File: config.mk
export PLATFORM = sky130hd
export DESIGN_NAME = dio_chanfile
export DESIGN_NICKNAME = d
export VERILOG_FILES = /design/src/rtl/dio_pkg.sv /design/src/rtl/dio_reg_bank.sv /design/src/rtl/dio_pin_map.sv /design/src/rtl/dio_read_port.sv /design/src/rtl/dio_chanfile.sv
export SDC_FILE = /design/constraint.sdc
export NUM_CORES = 1
export LEC_CHECK = 0
export BUFFER_PORTS_ARGS = -buffer_cell sky130_fd_sc_hd__buf_4
export CAP_MARGIN = 20
export CELL_PAD_IN_SITES_DETAIL_PLACEMENT = 0
export CELL_PAD_IN_SITES_GLOBAL_PLACEMENT = 1
export CORE_ASPECT_RATIO = 1.75
export CORE_UTILIZATION = 25
export DETAILED_ROUTE_END_ITERATION = 12
export GPL_TIMING_DRIVEN = 0
export PLACE_DENSITY = 0.66
export SYNTH_ARGS = -nofsm -noshare
export SYNTH_HDL_FRONTEND = slang
export SYNTH_SLANG_ARGS = --single-unit
File: constraint.sdc
create_clock -name clk -period 1.7 [get_ports clk]
set_clock_uncertainty 0.05 [all_clocks]
set_input_delay 0.085 -clock clk [delete_from_list [all_inputs] [get_ports clk]]
set_output_delay 0.085 -clock clk [all_outputs]
set_load 0.1 [all_outputs]
File: src/rtl/dio_pkg.sv
package dio_pkg;

    localparam int DW       = 4;
    localparam int CW       = 3;
    localparam int NREG     = 6;
    localparam int NBIDIR   = 2;
    localparam int NMODE    = 3;
    localparam logic [DW-1:0] REG_RST = {DW{1'b1}};
    localparam logic [DW-1:0] RD_RST  = {DW{1'b0}};

    typedef enum logic [CW-1:0] {
        CH_IN0   = 3'd0,
        CH_BI1   = 3'd1,
        CH_BI2   = 3'd2,
        CH_OUT3  = 3'd3,
        CH_MODE4 = 3'd4,
        CH_MODE5 = 3'd5,
        CH_MODE6 = 3'd6,
        CH_NONE7 = 3'd7
    } chan_e;

    typedef struct packed {
        logic          valid;
        logic          write;
        chan_e         chan;
        logic [DW-1:0] data;
    } cmd_t;

    // register k of the bank belongs to channel k+1
    typedef logic [NREG-1:0][DW-1:0] regfile_t;

    function automatic logic chan_has_reg(chan_e c);
        return (c >= CH_BI1) && (c <= CH_MODE6);
    endfunction

    function automatic logic chan_reads_pin(chan_e c);
        return c <= CH_BI2;
    endfunction

    function automatic int unsigned reg_slot(chan_e c);
        return int'(c) - 1;
    endfunction

endpackage

File: src/rtl/dio_reg_bank.sv
module dio_reg_bank
    import dio_pkg::*;
(
    input  logic     clk,
    input  logic     rst,
    input  cmd_t     cmd,
    output regfile_t regs
);

    logic wr_any;

    always_comb begin
        wr_any = cmd.valid && cmd.write && chan_has_reg(cmd.chan);
    end

    always_ff @(posedge clk) begin
        if (rst) begin
            for (int k = 0; k < NREG; k++) begin
                regs[k] <= REG_RST;
            end
        end else if (wr_any) begin
            for (int k = 0; k < NREG; k++) begin
                if (cmd.chan == chan_e'(CW'(k + 1))) begin
                    regs[k] <= cmd.data;
                end
            end
        end
    end

endmodule

File: src/rtl/dio_pin_map.sv
module dio_pin_map
    import dio_pkg::*;
(
    input  regfile_t                    regs,
    output logic [NBIDIR-1:0][DW-1:0]   pull_low,
    output logic [DW-1:0]               out_pins,
    output logic [NMODE-1:0][DW-1:0]    mode_words
);

    localparam int BIDIR_BASE = int'(CH_BI1) - 1;
    localparam int MODE_BASE  = int'(CH_MODE4) - 1;

    generate
        for (genvar b = 0; b < NBIDIR; b++) begin : g_bidir
            // open drain: a 0 in the register pulls the pin down
            assign pull_low[b] = ~regs[BIDIR_BASE + b];
        end
        for (genvar m = 0; m < NMODE; m++) begin : g_mode
            assign mode_words[m] = regs[MODE_BASE + m];
        end
    endgenerate

    assign out_pins = regs[int'(CH_OUT3) - 1];

endmodule

File: src/rtl/dio_read_port.sv
module dio_read_port
    import dio_pkg::*;
(
    input  logic          clk,
    input  logic          rst,
    input  cmd_t          cmd,
    input  regfile_t      regs,
    input  logic [DW-1:0] pin0,
    input  logic [DW-1:0] pin1,
    input  logic [DW-1:0] pin2,
    output logic [DW-1:0] rd_q
);

    logic          rd_en;
    logic [DW-1:0] rd_sel;

    always_comb begin
        rd_en = cmd.valid && !cmd.write;
        unique case (cmd.chan)
            CH_IN0:   rd_sel = pin0;
            CH_BI1:   rd_sel = pin1;
            CH_BI2:   rd_sel = pin2;
            CH_OUT3,
            CH_MODE4,
            CH_MODE5,
            CH_MODE6: rd_sel = regs[reg_slot(cmd.chan)];
            default:  rd_sel = RD_RST;
        endcase
    end

    always_ff @(posedge clk) begin
        if (rst) begin
            rd_q <= RD_RST;
        end else if (rd_en) begin
            rd_q <= rd_sel;
        end
    end

endmodule

File: src/rtl/dio_chanfile.sv
module dio_chanfile
    import dio_pkg::*;
(
    input  logic       clk,
    input  logic       rst,
    input  logic       cmd_valid,
    input  logic       cmd_write,
    input  logic [2:0] cmd_chan,
    input  logic [3:0] cmd_wdata,
    input  logic [3:0] pin_r0,
    input  logic [3:0] pin_io1,
    input  logic [3:0] pin_io2,
    output logic [3:0] rd_data,
    output logic [3:0] io1_pull_low,
    output logic [3:0] io2_pull_low,
    output logic [3:0] out_r3,
    output logic [3:0] mode_r4,
    output logic [3:0] mode_r5,
    output logic [3:0] mode_r6
);

    cmd_t                       cmd;
    regfile_t                   regs;
    logic [NBIDIR-1:0][DW-1:0]  pull_low;
    logic [NMODE-1:0][DW-1:0]   mode_words;

    always_comb begin
        cmd.valid = cmd_valid;
        cmd.write = cmd_write;
        cmd.chan  = chan_e'(cmd_chan);
        cmd.data  = cmd_wdata;
    end

    dio_reg_bank u_bank (
        .clk  (clk),
        .rst  (rst),
        .cmd  (cmd),
        .regs (regs)
    );

    dio_pin_map u_map (
        .regs       (regs),
        .pull_low   (pull_low),
        .out_pins   (out_r3),
        .mode_words (mode_words)
    );

    dio_read_port u_rd (
        .clk  (clk),
        .rst  (rst),
        .cmd  (cmd),
        .regs (regs),
        .pin0 (pin_r0),
        .pin1 (pin_io1),
        .pin2 (pin_io2),
        .rd_q (rd_data)
    );

    assign io1_pull_low = pull_low[0];
    assign io2_pull_low = pull_low[1];
    assign mode_r4      = mode_words[0];
    assign mode_r5      = mode_words[1];
    assign mode_r6      = mode_words[2];

endmodule

==> results.md <==
- The number of primary I/O pins is around 50.
- The fraction of the yosys area taken by sequential cells is 0.3489.
- Counting flops with an async set or reset pin after synthesis yields a share of 0.
- Of the total synthesized cell area, the portion taken by AND, OR, NAND and NOR gates is 0.2064.
- After floorplanning, the core was divided into 38 placement rows.
- The worst setup path is captured at a flop.
- The cts-stage hold buffer count is 0.
- The clock tree from TritonCTS is done.
- The clock passes through at most 2 buffers.
- The xor/xnor cell area share of the yosys netlist is 0.
- The combined global-route utilization of all metal layers is 0.1375.
- The number of filler instances in the final layout is between 600 and 700.
- Once layout is complete, the cells apart from fillers number between 300 and 400.
- The hold path startpoint is cmd_wdata[0].
- The die covers 0.006763 sq mm.
- The worst path in the final design needs a cycle of 1.588 ns, including I/O delays and setup.
- The flop-to-flop setup slack is between 0.4 and 0.5 ns.
- VDD sags by at most ~400 uV.
- The number of enable-type register cells in the synthesized netlist is 0.
- The dominant combinational cell family by area after synthesis is simple AND/OR/NAND/NOR gates.
- For the pin with the worst max-slew slack, the measured transition is 0.4980 ns.
- The final worst setup slack is about 0.11 ns.
- The critical setup path kind is in -> reg.
- In this run, distinct cell masters in the synthesized netlist total 30.
- Setup repair after global routing left no endpoint under its margin.
- The run finished with clean final reports.
- Clock-pin slew was measured on the worst setup and hold paths at roughly 0.1 ns.
- Once placement completed, the tool counted placed cells totaling 306.
- Measured on the finished design, the core utilization comes to 0.3656.
- The startpoint identified for the worst register-to-register timing path is u_bank.regs[19]$_SDFFE_PP1P_.
- The number of global-route vias before repair was between 1000 and 1500.
- The signed area change from the synthesized netlist to the final layout is 40.65%.
- The core region is between 0.006 and 0.007 sq mm.
- The complex-gate fraction of the synthesized area is 0.1402.
- The sum of routed wire length over all layers is 4529 um.
- Averaged over all synthesized cells, the footprint is around 9.1 sq um.
- Setup violations remaining at the end of the flow were counted as 0.
- Along the worst path, the maximum fanout reaches 5.
- The count of pins over their slew limit is 0.
- After synthesis the cells add up to between 0.0015 and 0.002 sq mm.
- The mux cell area share after synthesis is 0.1340.
- The count of yosys warnings during synthesis is 0.
- In the routed design, unresolved DRC markers number 0.
- In this run the worst hold path is classified as in -> reg.
- At the end of the flow, the number of nets in the layout was 261.
- Using the TritonRoute via totals, the vias-per-cell ratio works out to roughly 4.7.
- The remaining max-slew budget at the tightest pin is 0.6673.
- The critical path startpoint is cmd_chan[0].
- The arithmetic-cell share of the synthesized area counting full adders, half adders and majority gates is 0.04673.
- Among all flip-flop cells after synthesis, the most frequent one is sky130_fd_sc_hd__dfxtp_1.
- TritonCTS created 3 clock buffers.
- The total power density per cell area is ~640 mW/mm^2.
- The placed wire-length estimate after detailed placement is roughly 3500 um.
- The number of antenna violations at the first check in global routing came to 0.
- In the final layout, the share of cells above drive strength 1 is 0.4199.
- The mean routed wirelength per cell is around 15 um.
- The critical path required time is around 1.8 ns.
- The number of nets in the synthesized netlist is 206.
- The total count of hold-check failures in the final report came to 0.
- Clock latency on the worst-skew pair, taken at its later pin, is roughly 0.28 ns.
- The initial core utilization is 0.2599.
- The root buffer cell is sky130_fd_sc_hd__clkbuf_8.
- 0 antenna diodes ended up in the layout.
- The number of vias after detailed routing is 1447.
- The number of violations of the max-capacitance limit is 0.
- In this run, synthesis produced a sequential element count of 28.
- In this run the number of H-tree levels came out at 1.
- The worst setup path is launched from an input port.
- STA puts the critical path data arrival time at between 1.5 and 2 ns.
- The weighted congestion at the end of routability-driven global placement is 0.8039.
- The share of the clock period used by the worst path is 0.9344.
- The y dimension of the die is 108.0 um.
- The number of cells traversed by the worst hold path is 3.
- The total area of multi-input combinational cells is 950.9 sq um.
- The highest attainable clock frequency is 629.6 MHz.
- Entering global routing, the biggest net connects 16 pins.
- Before CTS, the worst setup slack after placement is -0.6054 ns.
- The worst register-to-register path has a depth of 3.
- The gate count after technology mapping is around 180.
- The first-pass GRT wire length is around 7000 um.
- The die is ~63 um wide.
- The first-iteration detailed-routing DRC count is 40.
- For this run the aggregate overflow at the end of global routing stands at 0.
- The clock drives 28 sinks.
- The total leakage power is 1.011 nW.
- The number of buffers added on ports is between 40 and 50.
- In the final layout, flip-flops and latches occupy between 500 and 600 sq um.
- The count of nets left with antenna violations after detail routing is 0.
- The first-pass detailed-route iteration total is 4.
-- cell usage after synthesis, types with 2 or more instances --
master                      number  share of area
sky130_fd_sc_hd__buf_4          16          0.075
sky130_fd_sc_hd__a2111oi_0       4          0.022
sky130_fd_sc_hd__mux2i_1         8          0.050
sky130_fd_sc_hd__a21oi_1         8          0.025
sky130_fd_sc_hd__buf_2           3         0.0093
sky130_fd_sc_hd__ha_1            6          0.047
sky130_fd_sc_hd__nor3b_1         4          0.019
sky130_fd_sc_hd__mux2_2          4          0.028
sky130_fd_sc_hd__dfxtp_1        28           0.35
sky130_fd_sc_hd__and2_1          6          0.023
sky130_fd_sc_hd__nand2_1        17          0.040
sky130_fd_sc_hd__mux4_2          4          0.056
sky130_fd_sc_hd__inv_1          12          0.028
sky130_fd_sc_hd__a2bb2oi_1       4          0.022
sky130_fd_sc_hd__o211ai_1        4          0.019
sky130_fd_sc_hd__clkbuf_1        4         0.0093
sky130_fd_sc_hd__a22o_1          4          0.022
sky130_fd_sc_hd__nand3_1        12          0.037
sky130_fd_sc_hd__o211a_1         2          0.012
sky130_fd_sc_hd__nor2b_1         3          0.012
sky130_fd_sc_hd__nor2_1          7          0.016
sky130_fd_sc_hd__nor3_1          9          0.028
-- through the flow --
| step | hold slack [ns] | TNS, ns | area [sq um] | total power [mW] |
|---|---|---|---|---|
| floorplan | 0.1601 | 0 | 1618 | 0.9009 |
| global placement | 0.2986 | -8.465 | 2086 | 1.008 |
| CTS | 0.006521 | -0.3301 | 2163 | 1.442 |
| global route | 0.01906 | 0 | 2260 | 1.514 |
| detailed placement | 0.2996 | -8.781 | 2086 | 1.008 |
| finish | 0.003544 | 0 | 2260 | 1.456 |
-- critical path: stages --
cell,delay (ns)
sky130_fd_sc_hd__buf_4,0.11
sky130_fd_sc_hd__buf_12,0.10
sky130_fd_sc_hd__inv_1,0.05
sky130_fd_sc_hd__ha_2,0.21
sky130_fd_sc_hd__ha_4,0.19
sky130_fd_sc_hd__nor4b_4,0.40
sky130_fd_sc_hd__nor2_4,0.09
sky130_fd_sc_hd__o311a_4,0.35
sky130_fd_sc_hd__a2bb2oi_1,0.14
-- cells by family after synthesis --
logic type      after synthesis
flops                        28
fa+ha+maj                     6
compound gates               29
buf+inv                      36
simple gates                 62
mux                          16
-- state kept, by name (all words and copies together) (netlist names) --
name / cells
u_rd.rd_q: 4
u_bank.regs: 24
-- layout by cell type, fill, tap and decap left out, types with 4 or more instances in the layout --
cell type                   instances
sky130_fd_sc_hd__a2111oi_2          4
sky130_fd_sc_hd__nor3_1             8
sky130_fd_sc_hd__a21oi_1            8
sky130_fd_sc_hd__nand2_1           17
sky130_fd_sc_hd__and2_1             6
sky130_fd_sc_hd__a22o_1             4
sky130_fd_sc_hd__inv_1             12
sky130_fd_sc_hd__mux4_2             4
sky130_fd_sc_hd__nand3_1           12
sky130_fd_sc_hd__a2bb2oi_1          4
sky130_fd_sc_hd__mux2i_1            8
sky130_fd_sc_hd__dfxtp_1           28
sky130_fd_sc_hd__mux2_2             4
sky130_fd_sc_hd__clkbuf_8           4
sky130_fd_sc_hd__nor3b_1            4
sky130_fd_sc_hd__nor2_1             6
sky130_fd_sc_hd__buf_4             67
sky130_fd_sc_hd__o211ai_1           4
-- power by group --
part | total [mW] | switching [mW] | internal (mW)
registers | 0.676 | 0.00788 | 0.668
logic | 0.353 | 0.218 | 0.135
clock network | 0.427 | 0.219 | 0.208
-- cell type report --
class / count / share of cell area
clock buffers: 4 / 0.02436
flip-flops and latches: 28 / 0.2481
repair buffers: 51 / 0.1694
well taps: 80 / 0.04430
inverters: 13 / 0.02159
multi-input cells: 113 / 0.4208
plain buffers: 22 / 0.07143
-- repair_timing --
action                     in CTS  in global routing
pin swaps                       1                  2
gates resized for setup         4                 18
setup endpoints to repair      12                 24
setup buffers                   0                  2
-- layer usage --
metal | vias to the layer above | track usage | share of wire | routed length (um)
met1 | 670 | 0.1490 | 0.40 | 1808
li1 | 728 | - | - | -
met5 | - | 0 | 0 | 0
met2 | 41 | 0.2609 | 0.54 | 2446
met3 | 8 | 0.01688 | 0.038 | 173
met4 | 0 | 0.06312 | 0.022 | 101
-- worst paths after layout --
check	end
max	u_rd.rd_q[3]$_SDFFE_PP0P_
min	u_bank.regs[12]$_SDFFE_PP1P_
max reg2reg	u_rd.rd_q[3]$_SDFFE_PP0P_
min reg2reg	u_bank.regs[2]$_SDFFE_PP1P_
No activity file was read; power rests on OpenSTA's default activity.
